--- config.mk ---
export PLATFORM = sky130hd
export DESIGN_NAME = pwd_timer
export DESIGN_NICKNAME = d
export VERILOG_FILES = /design/src/rtl/pwd_pkg.sv /design/src/rtl/pwd_ctrl.sv /design/src/rtl/pwd_prescaler.sv /design/src/rtl/pwd_core.sv /design/src/rtl/pwd_timer.sv
export SDC_FILE = /design/constraint.sdc
export NUM_CORES = 1
export LEC_CHECK = 0
export ABC_AREA = 1
export BUFFER_PORTS_ARGS = -buffer_cell sky130_fd_sc_hd__buf_2
export CORE_UTILIZATION = 40
export CTS_CLUSTER_DIAMETER = 120
export DETAILED_ROUTE_END_ITERATION = 16
export PLACE_DENSITY = 0.58
export REMOVE_ABC_BUFFERS = 1
export SETUP_SLACK_MARGIN = 0.5
export SYNTH_ARGS = -nofsm -noshare
export SYNTH_HDL_FRONTEND = slang
export SYNTH_SLANG_ARGS = --single-unit
--- constraint.sdc ---
create_clock -name clk -period 5.2 [get_ports clk]
set_clock_uncertainty 0.15 [all_clocks]
set_input_delay 0.52 -clock clk [delete_from_list [all_inputs] [get_ports clk]]
set_output_delay 0.52 -clock clk [all_outputs]
set_load 0.03 [all_outputs]
--- src/rtl/pwd_pkg.sv ---
package pwd_pkg;
  typedef enum logic {
    MODE_TIMER = 1'b0,
    MODE_WDOG  = 1'b1
  } pwd_mode_e;
endpackage

--- src/rtl/pwd_ctrl.sv ---
module pwd_ctrl
  import pwd_pkg::*;
#(
  parameter int CW = 16,
  parameter int PW = 8
) (
  input  logic          clk,
  input  logic          rst_n,
  input  logic          wr_presc,
  input  logic [PW-1:0] presc_in,
  input  logic          wr_reload,
  input  logic [CW-1:0] reload_in,
  input  logic          wr_ctrl,
  input  logic          en_in,
  input  logic          mode_in,
  output logic [PW-1:0] presc_q,
  output logic [CW-1:0] reload_q,
  output logic          enable_q,
  output pwd_mode_e     mode_q,
  output logic          start
);
  logic locked;
  logic ctrl_ok;

  // Watchdog running: control bits frozen
  assign locked  = enable_q && (mode_q == MODE_WDOG);
  assign ctrl_ok = wr_ctrl && !locked;
  assign start   = ctrl_ok && en_in && !enable_q;

  always_ff @(posedge clk) begin
    if (!rst_n) begin
      presc_q  <= '0;
      reload_q <= '1;
      enable_q <= 1'b0;
      mode_q   <= MODE_TIMER;
    end else begin
      if (wr_presc)  presc_q  <= presc_in;
      if (wr_reload) reload_q <= reload_in;
      if (ctrl_ok) begin
        enable_q <= en_in;
        mode_q   <= pwd_mode_e'(mode_in);
      end
    end
  end

  AST_WDOG_LOCKED: assert property (@(posedge clk) disable iff (!rst_n)
    (enable_q && mode_q == MODE_WDOG) |=> (enable_q && mode_q == MODE_WDOG));
endmodule

--- src/rtl/pwd_prescaler.sv ---
module pwd_prescaler #(
  parameter int PW = 8
) (
  input  logic          clk,
  input  logic          rst_n,
  input  logic          enable,
  input  logic          restart,
  input  logic [PW-1:0] presc,
  output logic          tick
);
  logic [PW-1:0] phase;
  logic          wrap;

  assign wrap = (phase >= presc);
  assign tick = enable && !restart && wrap;

  always_ff @(posedge clk) begin
    if (!rst_n) begin
      phase <= '0;
    end else if (restart) begin
      phase <= '0;
    end else if (enable) begin
      if (wrap) phase <= '0;
      else      phase <= phase + 1'b1;
    end
  end

  AST_TICK_SPACED: assert property (@(posedge clk) disable iff (!rst_n)
    (tick && presc != '0) |=> (!tick || presc == '0));
endmodule

--- src/rtl/pwd_core.sv ---
module pwd_core
  import pwd_pkg::*;
#(
  parameter int CW = 16
) (
  input  logic          clk,
  input  logic          rst_n,
  input  logic          enable,
  input  pwd_mode_e     mode,
  input  logic          tick,
  input  logic          load,
  input  logic [CW-1:0] reload,
  input  logic          flag_clr,
  output logic [CW-1:0] count,
  output logic          tc_flag,
  output logic          rst_req
);
  logic term;

  assign term = tick && (count == '0);

  always_ff @(posedge clk) begin
    if (!rst_n) begin
      count   <= '1;
      tc_flag <= 1'b0;
      rst_req <= 1'b0;
    end else begin
      if (load || term) count <= reload;
      else if (tick)    count <= count - 1'b1;
      rst_req <= term && (mode == MODE_WDOG);
      if (term && mode == MODE_TIMER) tc_flag <= 1'b1;
      else if (flag_clr)              tc_flag <= 1'b0;
    end
  end

  AST_LOAD_TAKES_RELOAD: assert property (@(posedge clk) disable iff (!rst_n)
    load |=> (count == $past(reload)));
  AST_HOLD_WHEN_IDLE: assert property (@(posedge clk) disable iff (!rst_n)
    (!enable && !load) |=> $stable(count));
  AST_RST_ONLY_WDOG: assert property (@(posedge clk) disable iff (!rst_n)
    rst_req |-> (mode == MODE_WDOG));
  AST_FLAG_ONLY_TIMER: assert property (@(posedge clk) disable iff (!rst_n)
    $rose(tc_flag) |-> ($past(mode) == MODE_TIMER));
endmodule

--- src/rtl/pwd_timer.sv ---
module pwd_timer
  import pwd_pkg::*;
#(
  parameter int CW = 16,
  parameter int PW = 8
) (
  input  logic          clk,
  input  logic          rst_n,
  input  logic          wr_presc,
  input  logic [PW-1:0] presc_in,
  input  logic          wr_reload,
  input  logic [CW-1:0] reload_in,
  input  logic          wr_ctrl,
  input  logic          ctrl_en,
  input  logic          ctrl_wdog,
  input  logic          kick,
  input  logic          flag_clr,
  output logic [CW-1:0] count_o,
  output logic          tc_flag_o,
  output logic          rst_req_o
);
  logic [PW-1:0] presc_q;
  logic [CW-1:0] reload_q;
  logic          enable_q;
  pwd_mode_e     mode_q;
  logic          start;
  logic          load;
  logic          tick;

  assign load = kick || start;

  pwd_ctrl #(.CW(CW), .PW(PW)) u_ctrl (
    .clk(clk), .rst_n(rst_n),
    .wr_presc(wr_presc), .presc_in(presc_in),
    .wr_reload(wr_reload), .reload_in(reload_in),
    .wr_ctrl(wr_ctrl), .en_in(ctrl_en), .mode_in(ctrl_wdog),
    .presc_q(presc_q), .reload_q(reload_q),
    .enable_q(enable_q), .mode_q(mode_q), .start(start)
  );

  pwd_prescaler #(.PW(PW)) u_presc (
    .clk(clk), .rst_n(rst_n), .enable(enable_q),
    .restart(load), .presc(presc_q), .tick(tick)
  );

  pwd_core #(.CW(CW)) u_core (
    .clk(clk), .rst_n(rst_n), .enable(enable_q), .mode(mode_q),
    .tick(tick), .load(load), .reload(reload_q), .flag_clr(flag_clr),
    .count(count_o), .tc_flag(tc_flag_o), .rst_req(rst_req_o)
  );
endmodule

## Word level (Yosys, flattened, before mapping)

Cells that the tools add are included.

| cells by class | value |
|---|---|
| $add $sub $neg | 2 |
| order comparisons | 1 |
| muxes and demuxes | 5 |
| bitwise operators | 2 |
| reduce and logical (&&, ||, !) cells | 18 |

Operators by type and width:

| kind | number |
|---|---|
| two-way mux 16 bit | 2 |
| zero test 16 bit | 1 |
| subtractor 16 x 1 -> 16 bit (second input constant) | 1 |
| logical AND 1 bit | 9 |
| adder 8 x 1 -> 8 bit (second input constant) | 1 |
| >= comparator 8 bit | 1 |
| two-way mux 8 bit | 1 |
| nonzero test 2 bit | 2 |
| zero test 1 bit | 3 |
| logical OR 1 bit | 2 |
| two-way mux 1 bit | 2 |
| NOT 1 bit | 2 |
| OR reduction 2 bit | 1 |

| storage, ports and cells | value |
|---|---|
| flip-flop bits (word level) | 52 |

## Depth between registers and ports, before layout

| logic depth | value |
|---|---|
| depth after elaboration | 12 |
| depth in mapped cells | 15 |

## Hierarchy

From an unflattened synthesis, not the netlist that was laid out.

| unflattened totals | value |
|---|---|
| cells, all modules | 406 |
| area total of the unflattened synthesis | 2810.2 sq um |

By module, submodules not included:

| module | instances | cells each | area an instance (sq um) | sequential area each (sq um) |
|---|---|---|---|---|
| pwd_core | 1 | 207 | 1277.5 | 360.3 |
| pwd_ctrl | 1 | 117 | 918.4 | 520.5 |
| pwd_prescaler | 1 | 79 | 603.1 | 160.2 |
| pwd_timer | 1 | 3 | 11.3 | 0.0 |

## Least setup slack after synthesis

No wires, ideal clock.

| timing path | value |
|---|---|
| kind | register -> register |
| from | register u_core.count[0] |
| to | register u_core.count[7] |
| setup time | 0.112 ns |
| data arrival time | 1.611 ns |
| required time | 4.938 ns |
| slack | 3.326 ns |
| cell stages (with the launch flop) | 11 |
| clock period less this slack | 1.874 ns |
| path through | dfxtp_1 > inv_1 > ha_1 > nor3b_1 > nand3_1 > nor2_4 > nand2_4 > buf_6 > nand3_1 > nand3_2 > nand2_1 |

| between the ends | value |
|---|---|
| longest elaborated chain between the ends | 4 |
| elaborated cells between the ends (all ways) | 7 |
| those cells by class | add/sub (1); mux (2); reduce/logical (4) |

RTL lines:

| what | line | RTL |
|---|---|---|
| from (decl) | pwd_core.sv:14 | `output logic [CW-1:0] count,` |
| from (signal assigned) | pwd_core.sv:28 | `if (load \|\| term) count <= reload;` |
| from (signal assigned) | pwd_core.sv:29 | `else if (tick) count <= count - 1'b1;` |
| branches (longest 4 deep; another with subtractor 16 x 1 -> 16 bit) | -- |  |

Parallel ways; which one is timed is not known. The select of a mux whose other input is x is not followed.
A chain may end at the register's enable or synchronous reset.

## Final worst setup path

| timing path | value |
|---|---|
| from | register u_presc.phase[3] |
| to | register u_core.count[3] |

| between the ends | value |
|---|---|
| longest elaborated chain between the ends | 5 |
| elaborated cells between the ends (all ways) | 6 |
| those cells by class | order compare (1); mux (1); reduce/logical (4) |

RTL lines:

| what | line | RTL |
|---|---|---|
| from (decl) | pwd_prescaler.sv:11 | `logic [PW-1:0] phase;` |
| from (signal assigned) | pwd_prescaler.sv:24 | `else phase <= phase + 1'b1;` |
| >= comparator 8 bit * | pwd_prescaler.sv:14 | `assign wrap = (phase >= presc);` |
| logical AND 1 bit * | pwd_prescaler.sv:15 | `assign tick = enable && !restart && wrap;` |
| logical AND 1 bit | pwd_core.sv:20 | `assign term = tick && (count == '0);` |
| logical OR 1 bit | pwd_core.sv:28 |  |
| two-way mux 16 bit or nonzero test 2 bit (tied branches) | -- |  |

Mark *: on every way between the ends. The rest lies on a longest branch, timed or not.

==> metrics.yaml <==
run_status:
  status: "finished clean"
cells_and_area:
  fill_cells: 817
  drive_above_1_share_pct: 19.5
  design_area_um2: 3370
  layout.nets: 521
  syn2layout_area_growth_pct: 11.4
  diodes: 0
sta:
  rsz0062_at_grt: "no"
  final-max-slew-violation-count: 0
  hold_ws_ns: 0.271
  fin_tns_setup_ns: 0
  worst_pin_slew_ns: 0.757
  min_period_ns: 2.15
  fmax_mhz: 466
  finalHoldViolations: 0
  slew-limit-headroom_pct: 49.5
  setup_violations: 0
  fin_crit_sh_pct: 41.3
place:
  portBuffers: 50
  place_congestion: 0.765
  placed_area_um2: 3270
  hpwl_um: 4540
logic_synthesis:
  syn_inst: 437
  ys_ff_latch: 52
  syn_avg_cell_area_um2: 6.91
  yosys-top-cells-count: "nand2_1, inv_1, dfxtp_1, nand3_1, nor2_1"
  synthDistinctLibCells: 31
  ys.warnings.count: 0
  ys_seq_area_share_pct: 34.5
  synthFlopType: "dfxtp_1"
  syn_area_um2: 3020
  yosysTopAreaCell: "dfxtp_1"
  yosys-top-cells-area: "dfxtp_1, nand2_1, inv_1"
  synth.most_common_cell: "nand2_1"
  yosysTopAreaCellShare_pct: 34.5
  synth_edf_count: 0
  async_flop_share_pct: 0
global_route:
  grt_pass1_vias: 2459
  gr-total-overflow: 0
  grt_pass1_wl_um: 10800
  grt_max_degree: 35
  track_usage_pct: 17.6
  antenna_found_initial: 0
drt:
  wl_per_cell_um: 11.1
  wl_um: 6410
  drtIter0Drc: 102
  via_per_inst: 4.68
  drcViolationCount: 0
  ant_nets: 0
  num_vias: 2699
  drt_first_pass_iters: 4
setup_path:
  cp-end-kind: "flip-flop"
  cp.arrival_ns: 2.20
  cp.required_ns: 5.25
  path_max_fanout: 17
  critPathLaunchType: "flip-flop"
  path_class: "flip-flop to flip-flop"
floorplan:
  core_um2: 7290
  start_util_pct: 41.4
  ioPinCount: 51
  rows: 31
  dieWidth_um: 88.9
  die_h_um: 88.9
  die_area_um2: 7910
clocking:
  ctsLongestPathBuffers: 2
  clk_latency_ns: 0.31
  clock_sinks: 52
  htreeDepth: 2
  post_cts_buffers: 0
  cts_made_buffers: 5
  hold_buffers: 0
  tritoncts: "built"
  root_buffer: "clkbuf_8"
  clk_pin_slew_ns: 0.10
  cts_resized: 0
job:
  max-cap-violations: 0
pwr:
  peakVddDrop_uv: 114
  power_density_nw_per_um2: 251
  leakage_nw: 1.77
worst_hold_path:
  hold_path_class: "input port to flip-flop"
state kept, by name (all words and copies together), names as in the netlist:
name	cells
u_core.rst_req	1
u_ctrl.presc_q	8
u_core.count	16
u_ctrl.mode_q	1
u_presc.phase	8
u_ctrl.reload_q	16
u_ctrl.enable_q	1
u_core.tc_flag	1
metrics by stage:
stage               utilization, %  total power [mW]  std cells  setup WS, ns
global placement              44.9             0.614        569          2.90
finish                        46.2             0.846        577          3.05
CTS                           46.2             0.862        577          3.03
detailed placement            44.9             0.617        569          2.83
floorplan                        -             0.565        420          3.35
global route                  46.2             0.899        577          2.80
layout make-up:
type                       instances  area, um2  area share (%)
multi-input combinational        294       1580            46.9
sequential                        52       1040            30.9
inverter                          74        280            8.33
timing repair buffer              50        250            7.43
tap                               99        124            3.68
clock buffer                       6       82.6            2.45
clock inverter                     2       10.0           0.297
worst max-delay path, stage by stage, from the launching register on:
cell     delay [ns]
dfxtp_1        0.43
ha_1           0.28
nand2_1        0.08
nor2_1         0.05
nor2_1         0.07
nand2_1        0.05
nand2_1        0.08
nand2_2        0.10
nand2_2        0.30
nand2_4        0.24
nand3_1        0.15
nand2_1        0.07
cells by family after synthesis:
| family | synth area share [%] |
|---|---|
| AOI/OAI and AO/OA | 9.85 |
| xor gates and xnor gates | 3.19 |
| adders and majority gates | 4.55 |
| buffers and inverters | 13.3 |
| DFF | 34.5 |
| and+or+nand+nor | 34.6 |
metal layers:
metal / global-route usage [%] / vias to the layer above / part of all wire (%)
li1: - / 1449 / -
met1: 20.7 / 1209 / 47
met5: 0 / - / 0
met2: 31.5 / 33 / 49
met4: 7.33 / 0 / 1.9
met3: 3.23 / 8 / 2.6
report_power, final:
part           switching [mW]  internal, mW  total [mW]  leakage (nW)
clock network           0.133         0.107       0.240        0.0510
registers              0.0210         0.423       0.444         0.430
logic                   0.104        0.0584       0.162          1.29
worst paths after layout:
check / start / endpoint / slack [ns] / cells after the start
setup / recovery: u_presc.phase[3] / u_core.count[3] / 3.05 / 11
hold / removal: reload_in[7] / u_ctrl.reload_q[7] / 0.27 / 3
setup reg to reg: u_presc.phase[3] / u_core.count[3] / 3.05 / 11
hold reg to reg: u_ctrl.reload_q[0] / u_ctrl.reload_q[0] / 0.32 / 2
cell usage in the layout, fill, tap and decap left out, types with 2 or more instances in the layout:
cell type and count:
nand2_1 92, inv_1 72, nand3_1 52, dfxtp_1 52, buf_2 50, nor2_1 31
a21oi_1 28, o21ai_0 26, nand2_2 13, ha_1 11, nand3_2 8, xor2_1 7
clkbuf_8 6, nor2_2 5, xnor2_1 4, nor3_1 4, nor2_4 2, nand2_4 2
nand4_1 2, clkinv_2 2
(Power assumes the default switching activity.)
